===== config.mk =====
export PLATFORM = sky130hd
export DESIGN_NAME = mfoh_collector
export DESIGN_NICKNAME = d
export VERILOG_FILES = /design/src/rtl/mfoh_pkg.sv /design/src/rtl/mfoh_tracker.sv /design/src/rtl/mfoh_lane.sv /design/src/rtl/mfoh_collector.sv
export SDC_FILE = /design/constraint.sdc
export NUM_CORES = 1
export LEC_CHECK = 0
export BUFFER_PORTS_ARGS = -buffer_cell sky130_fd_sc_hd__buf_2
export CAP_MARGIN = 5
export CELL_PAD_IN_SITES_DETAIL_PLACEMENT = 2
export CELL_PAD_IN_SITES_GLOBAL_PLACEMENT = 2
export CORE_MARGIN = 1
export CORE_UTILIZATION = 43
export CTS_BUF_LIST = sky130_fd_sc_hd__clkbuf_2 sky130_fd_sc_hd__clkbuf_4 sky130_fd_sc_hd__clkbuf_8
export DETAILED_ROUTE_END_ITERATION = 6
export PLACE_DENSITY_LB_ADDON = 0.08
export SYNTH_ARGS = -nofsm -noshare
export SYNTH_HDL_FRONTEND = slang
export SYNTH_HIERARCHICAL = 1
export SYNTH_SLANG_ARGS = --single-unit

===== constraint.sdc =====
create_clock -name clk -period 2 [get_ports clk]
set_clock_uncertainty 0.05 [all_clocks]
set_input_delay 0 -clock clk [delete_from_list [all_inputs] [get_ports clk]]
set_output_delay 0 -clock clk [all_outputs]
set_load 0.005 [all_outputs]

===== src/rtl/mfoh_pkg.sv =====
package mfoh_pkg;

    localparam int LANES   = 8;
    localparam int TS0_W   = 8;
    localparam int IDX_W   = $clog2(LANES);

    typedef enum logic [IDX_W-1:0] {
        LANE_SI_AL = 3'd0,
        LANE_SI_NA = 3'd1,
        LANE_RA    = 3'd2,
        LANE_SA4   = 3'd3,
        LANE_SA5   = 3'd4,
        LANE_SA6   = 3'd5,
        LANE_SA7   = 3'd6,
        LANE_SA8   = 3'd7
    } lane_e;

    typedef struct packed {
        logic              strobe;
        logic              align;
        logic              mf_first;
        logic [TS0_W-1:0]  ts0;
    } frame_t;

    typedef struct packed {
        logic take_al;
        logic take_na;
        logic restart;
        logic publish;
    } ctl_t;

    // timeslot-0 bit position feeding a lane
    function automatic int lane_bit(input int idx);
        return (idx < int'(LANE_RA)) ? TS0_W - 1 : TS0_W - 1 - idx;
    endfunction

    // only the Si-align lane listens to align frames
    function automatic bit lane_on_align(input int idx);
        return idx == int'(LANE_SI_AL);
    endfunction

endpackage


===== src/rtl/mfoh_tracker.sv =====
module mfoh_tracker
    import mfoh_pkg::*;
#(
    parameter int SAMPLES = 8
) (
    input  logic   clk,
    input  logic   rst,
    input  frame_t frm,
    output ctl_t   ctl
);
    localparam int CW = $clog2(SAMPLES + 1);
    localparam logic [CW-1:0] FULL = CW'(SAMPLES);

    logic [CW-1:0] cnt_al, cnt_na;
    logic          armed_q;
    logic          live;

    assign live = frm.strobe && (armed_q || frm.mf_first);

    always_comb begin
        ctl.take_al = live && frm.align;
        ctl.take_na = live && !frm.align;
        ctl.restart = frm.strobe && frm.mf_first;
        ctl.publish = ctl.restart && armed_q && (cnt_al == FULL) && (cnt_na == FULL);
    end

    always_ff @(posedge clk) begin
        if (rst) begin
            armed_q <= 1'b0;
            cnt_al  <= '0;
            cnt_na  <= '0;
        end else if (ctl.restart) begin
            armed_q <= 1'b1;
            cnt_al  <= ctl.take_al ? CW'(1) : '0;
            cnt_na  <= ctl.take_na ? CW'(1) : '0;
        end else begin
            if (ctl.take_al && cnt_al != FULL) cnt_al <= cnt_al + 1'b1;
            if (ctl.take_na && cnt_na != FULL) cnt_na <= cnt_na + 1'b1;
        end
    end

    AST_CNT_BOUND: assert property (@(posedge clk) disable iff (rst)
        (cnt_al <= FULL) && (cnt_na <= FULL));

    AST_UNARMED_IDLE: assert property (@(posedge clk) disable iff (rst)
        !armed_q |-> (cnt_al == '0) && (cnt_na == '0));

endmodule


===== src/rtl/mfoh_lane.sv =====
module mfoh_lane #(
    parameter int W = 8
) (
    input  logic         clk,
    input  logic         rst,
    input  logic         take,
    input  logic         bit_in,
    input  logic         restart,
    input  logic         publish,
    output logic [W-1:0] host
);
    logic [W-1:0] stage;

    always_ff @(posedge clk) begin
        if (rst) begin
            stage <= '0;
            host  <= '0;
        end else begin
            if (publish) host <= stage;
            if (restart)   stage <= take ? W'(bit_in) : '0;
            else if (take) stage <= {stage[W-2:0], bit_in};
        end
    end

    AST_HOST_HOLD: assert property (@(posedge clk) disable iff (rst)
        !publish |=> $stable(host));

    AST_RESTART_CLEAR: assert property (@(posedge clk) disable iff (rst)
        (restart && !take) |=> (stage == '0));

endmodule


===== src/rtl/mfoh_collector.sv =====
module mfoh_collector
    import mfoh_pkg::*;
#(
    parameter int SAMPLES = 8
) (
    input  logic               clk,
    input  logic               rst,
    input  logic               frm_stb,
    input  logic               frm_align,
    input  logic               frm_mf_first,
    input  logic [TS0_W-1:0]   ts0_in,
    input  logic [IDX_W-1:0]   rd_idx,
    output logic [SAMPLES-1:0] rd_data,
    output logic               mf_ready
);
    frame_t frm;
    ctl_t   ctl;
    logic [SAMPLES-1:0] host [LANES];

    assign frm = '{strobe: frm_stb, align: frm_align, mf_first: frm_mf_first, ts0: ts0_in};

    mfoh_tracker #(.SAMPLES(SAMPLES)) tracker_i (
        .clk (clk),
        .rst (rst),
        .frm (frm),
        .ctl (ctl)
    );

    for (genvar g = 0; g < LANES; g++) begin : g_lane
        localparam int  POS    = lane_bit(g);
        localparam bit  ON_AL  = lane_on_align(g);
        mfoh_lane #(.W(SAMPLES)) lane_i (
            .clk     (clk),
            .rst     (rst),
            .take    (ON_AL ? ctl.take_al : ctl.take_na),
            .bit_in  (frm.ts0[POS]),
            .restart (ctl.restart),
            .publish (ctl.publish),
            .host    (host[g])
        );
    end

    always_ff @(posedge clk) begin
        if (rst) mf_ready <= 1'b0;
        else     mf_ready <= ctl.publish;
    end

    assign rd_data = host[rd_idx];

    AST_READY_CAUSE: assert property (@(posedge clk) disable iff (rst)
        mf_ready |-> $past(frm_stb && frm_mf_first));

    AST_READY_SINGLE: assert property (@(posedge clk) disable iff (rst)
        mf_ready |=> !mf_ready);

endmodule


Word level (Yosys, flattened, before mapping)
Index checks and enable logic that the tools add are counted.
{"block": "classes", "n_eq_ne": 4, "magnitude_cmp": 1, "bitwise": 1, "add_sub_neg": 2, "mux": 33, "reduce_logical": 15}
{"op": "two-way mux 8 bit", "n": 18}
{"op": "binary-select mux 8 bit (select 3 bit)", "n": 1}
{"op": "two-way mux 4 bit", "n": 4}
{"op": "two-way mux 1 bit", "n": 10}
{"op": "logical AND 1 bit", "n": 9}
{"op": "adder 4 x 1 -> 4 bit (second input constant)", "n": 2}
{"op": "== test 4 bit (second input constant)", "n": 2}
{"op": "inequality test 4 bit (second input constant)", "n": 2}
{"op": "nonzero test 2 bit", "n": 4}
{"op": ">= comparator 4 bit (second input constant)", "n": 1}
{"op": "inverter 3 -> 4 bit", "n": 1}
{"op": "zero test 1 bit", "n": 1}
{"op": "logical OR 1 bit", "n": 1}
{"block": "totals", "out_inout_bits": 9, "in_bits": 16, "reg_bits": 138, "elab_cells": 76}

Depth between registers and ports, before layout
{"block": "depth", "word_depth": 6, "depth_mapped": 7, "depth_no_buf": 6}

Modules after synthesis
Netlist, hierarchy kept.
{"module": "mfoh_lane", "seq_area_each_um2": 320.3, "instances": 8, "cells_each": 54, "area_per_inst_um2": 576.8}
{"module": "mfoh_collector", "seq_area_each_um2": 20.0, "instances": 1, "cells_each": 31, "area_per_inst_um2": 576.8}
{"module": "mfoh_tracker", "seq_area_each_um2": 180.2, "instances": 1, "cells_each": 65, "area_per_inst_um2": 541.8}

Least setup slack after synthesis
No wires, ideal clock.
{"block": "synth_timing", "kind": "flip-flop to flip-flop", "from": "reg tracker_i.cnt_na[0]", "to": "reg g_lane[0].lane_i.host[0]", "n_path_buf": 1, "path_slack_ps": 334, "t_arrival_ps": 1499, "path_stages_with_launch": 8, "setup_time_ps": 117, "required_time_ps": 1833, "synth_period_minus_slack_ps": 1666, "cell_sequence": "dfxtp_1 -> inv_1 -> ha_1 -> and3b_1 -> and4_1 -> buf_2 -> mux2i_1 -> nor2_1"}
{"element": "start, declared", "line_no": "mfoh_tracker.sv:14", "text": "logic [CW-1:0] cnt_al, cnt_na;"}
{"element": "start signal, assigned", "line_no": "mfoh_tracker.sv:35", "text": "cnt_na <= ctl.take_na ? CW'(1) : '0;"}
{"element": "start signal, assigned", "line_no": "mfoh_tracker.sv:38", "text": "if (ctl.take_na && cnt_na != FULL) cnt_na <= cnt_na + 1'b1;"}
{"element": "end signal, assigned", "line_no": "mfoh_lane.sv:19", "text": "if (publish) host <= stage;"}
{"element": "end, declared", "line_no": "mfoh_lane.sv:10", "text": "output logic [W-1:0] host"}

==> impl_metrics.env <==
export IMPL_status="finished clean"
export IMPL_grt_util_all_layers_pct=22.5
export IMPL_synthArstFlopShare_pct=0
export IMPL_cellLeakagePower_nw=2.41
export IMPL_finalHoldViolations=0
export IMPL_grt_max_degree=31
export IMPL_dp_hpwl_um=10000
export IMPL_synth_main_ff_cell="dfxtp_1"
export IMPL_critPathKind="reg2reg"
export IMPL_clock_latency_ns=0.46
export IMPL_cp_top_family="simple AND/OR/NAND/NOR gates"
export IMPL_cts_path_max_buffers=2
export IMPL_cts_htree_levels=4
export IMPL_rsz0062_at_grt="no"
export IMPL_worstPathCellList="inv_1, ha_2, and3b_2, and4_4, buf_12, buf_12, mux2i_1, nor2_1"
export IMPL_dieWidth_um=117
export IMPL_final_nets=590
export IMPL_rows=41
export IMPL_io_buffer_count=23
export IMPL_grt_pass1_wl_um=23500
export IMPL_setup_violations=0
export IMPL_first_global_vias=4382
export IMPL_cap_violations=0
export IMPL_synth_cell_types=34
export IMPL_cp_required_ns=2.30
export IMPL_drtPass1Iterations=5
export IMPL_area_delta_synth_final_pct=15.4
export IMPL_antenna_found_initial=0
export IMPL_cts_tree="yes"
export IMPL_synth_sequential_area_ratio_pct=48.2
export IMPL_cts_sinks=138
export IMPL_worst_pin_slew_ns=0.656
export IMPL_synth_top_family_by_area="multiplexers"
export IMPL_die_h_um=117
export IMPL_netlist_area_um2=5730
export IMPL_place_ws_ns=0.0289
export IMPL_wirelength_um=15000
export IMPL_crit_buf_inv=3
export IMPL_postRouteAntennaNets=0
export IMPL_finalWorstPathRequiredPeriod_ns=1.94
export IMPL_drtIter0Drc=140
export IMPL_synth_compound_area_share_pct=3.21
export IMPL_ys_ff_latch=138
export IMPL_synthXorXnorAreaFrac_pct=0
export IMPL_cpMaxStageDelayCell="dfxtp_1"
export IMPL_power_density_nw_per_um2=770
export IMPL_synth_top_area_share_pct=48.2
export IMPL_gp_congestion=0.702
export IMPL_endpoint_kind="register"
export IMPL_syn_inst=528
export IMPL_start_util_pct=44.7
export IMPL_synthTopCellsByArea="dfxtp_1 48%, mux2i_1 21%, nor2_1 8.0%"
export IMPL_pin_count=25
export IMPL_maxSlewViolCount=0
export IMPL_clk_pin_slew_ns=0.07
export IMPL_synth_fp_nets=548
export IMPL_crit_top_cell="buf_12"
export IMPL_diodes=0
export IMPL_setup_tns_final_ns=0
export IMPL_peakVddDrop_uv=403
export IMPL_crit_fanout=12
export IMPL_critPathArrivalTime_ns=2.24
export IMPL_coreArea_um2=12800
export IMPL_slowest_delay_ns=0.34
export IMPL_viasPerCell=5.26
export IMPL_syn_avg_cell_area_um2=10.9
export IMPL_slew_headroom_pct=56.2
export IMPL_n_fill_cell=1296
export IMPL_drive_above_1_share_pct=16.6
export IMPL_min_path_type="in2reg"
export IMPL_root_buffer="clkbuf_8"
export IMPL_fmax_ghz=0.516
export IMPL_synth_area_leader_cell="dfxtp_1"
export IMPL_synth_edf_count=0
export IMPL_yosys_area_share_simple_pct=12.8
export IMPL_yosys_area_share_adder_pct=0.873
export IMPL_drc=0
export IMPL_wl_per_cell_um=19.9
export IMPL_die_area_um2=13800
export IMPL_vias=3970
export IMPL_synth_warnings=6
export IMPL_overflow=0
export IMPL_setup_ws_ns=0.0616
export IMPL_start_kind="register"
export IMPL_period_share_pct=96.9
export IMPL_cts_buffers=17
export IMPL_muxShareOfSynthArea_pct=29.8
cell usage after synthesis, types with 2 or more instances:
cell / count
nor2_1: 122
dfxtp_1: 138
nand4_1: 3
a21oi_1: 16
or4_1: 2
nand3b_1: 2
or3b_1: 8
or2_1: 8
ha_1: 4
o21ai_0: 3
a31oi_1: 2
and3b_1: 2
inv_1: 9
o31ai_1: 3
buf_2: 26
mux2_2: 8
nand3_1: 6
nand2_1: 9
mux4_1: 15
mux2i_1: 120
buf_6: 9
worst min-delay path, stage by stage:
cell,delay (ns)
dlygate4sd3_1,0.53
buf_2,0.12
nand2_1,0.05
a21oi_1,0.05
timing repair:
| action | 4_1_cts | 5_1_grt |
|---|---|---|
| gates resized for setup | 0 | 5 |
| endpoints found under the setup margin | 1 | 12 |
| hold buffers | 14 | 0 |
| gates cloned | 0 | 1 |
| hold endpoints to repair | 21 | 0 |
| buffers inserted | 2 | 1 |
| pin swaps | 1 | 1 |
area by class of cell:
cell class	instances	area (µm²)	area share, %
Timing Repair Buffer	61	553	8.36
Clock buffer	25	313	4.73
Inverter	9	33.8	0.511
Multi-Input combinational cell	343	2700	40.8
Tap cell	172	215	3.25
Clock inverter	7	42.5	0.643
Sequential cell	138	2760	41.8
cells by family (layout without fill, tap and decap cells):
logic type / count (synthesis) / in the layout
fa+ha+maj: 4 / 4
flops: 138 / 138
mux: 144 / 144
compound gates: 29 / 29
simple gates: 166 / 166
buf+inv: 47 / 102
where the power goes:
group          internal (W)  switching (W)  leakage [nW]
Combinational      0.000110       0.000158          1.12
Sequential          0.00276      0.0000121          1.11
Clock               0.00101        0.00105         0.183
worst paths after layout:
path                                          startpoint                        end  slack (ns)  cells past startpoint
worst max-delay path                 tracker_i/cnt_na[0]   g_lane[2].lane_i/host[5]        0.06                      8
worst min-delay path                           ts0_in[5]  g_lane[2].lane_i/stage[0]        0.29                      4
worst max register to register       tracker_i/cnt_na[0]   g_lane[2].lane_i/host[5]        0.06                      8
worst min register to register  g_lane[1].lane_i/host[5]   g_lane[1].lane_i/host[5]        0.44                      2
layout by cell type, fill, tap and decap left out, types with 3 or more instances in the layout:
| master | synthesis | layout |
|---|---|---|
| clkinv_2 | 0 | 4 |
| or3b_1 | 8 | 8 |
| clkbuf_4 | 0 | 5 |
| mux2i_1 | 120 | 119 |
| o31ai_1 | 3 | 3 |
| buf_12 | 1 | 8 |
| dfxtp_1 | 138 | 138 |
| clkinvlp_4 | 0 | 3 |
| clkbuf_8 | 0 | 20 |
| nand2_1 | 9 | 9 |
| dlygate4sd3_1 | 0 | 14 |
| o21ai_0 | 3 | 3 |
| buf_2 | 26 | 23 |
| or2_1 | 8 | 8 |
| mux2_2 | 8 | 8 |
| ha_1 | 4 | 3 |
| inv_1 | 9 | 8 |
| nand3_1 | 6 | 6 |
| nor2_1 | 122 | 121 |
| nand4_1 | 3 | 3 |
| a21oi_1 | 16 | 16 |
| mux4_1 | 15 | 15 |
| buf_4 | 0 | 15 |
routing by layer:
| metal | share of wire [%] | global-route usage (%) | vias to the layer above |
|---|---|---|---|
| met2 | 50 | 38.8 | 44 |
| met4 | 1.4 | 7.85 | 0 |
| met1 | 46 | 27.4 | 1999 |
| met5 | 0 | 0 | - |
| li1 | - | - | 1911 |
| met3 | 2.3 | 5.28 | 16 |
sequential cells by signal (all words and copies together) (netlist names):
| name | count |
|---|---|
| g_lane.lane_i/stage | 64 |
| tracker_i/cnt_na | 4 |
| mf_ready | 1 |
| tracker_i/armed_q | 1 |
| tracker_i/cnt_al | 4 |
| g_lane.lane_i/host | 64 |
through the flow:
stage,hold slack (ns),area [µm²],utilization (%),instances,total power (W)
6_report,0.288,6620,51.6,755,0.00510
5_1_grt,0.302,6620,51.6,755,0.00530
4_1_cts,0.259,6560,51.2,753,0.00516
3_5_place_dp,0.212,6040,47.1,705,0.00308
3_3_place_gp,0.200,6040,47.1,705,0.00307
2_1_floorplan,0.0194,5730,-,528,0.00301
Power figures use the tool's default switching activity.
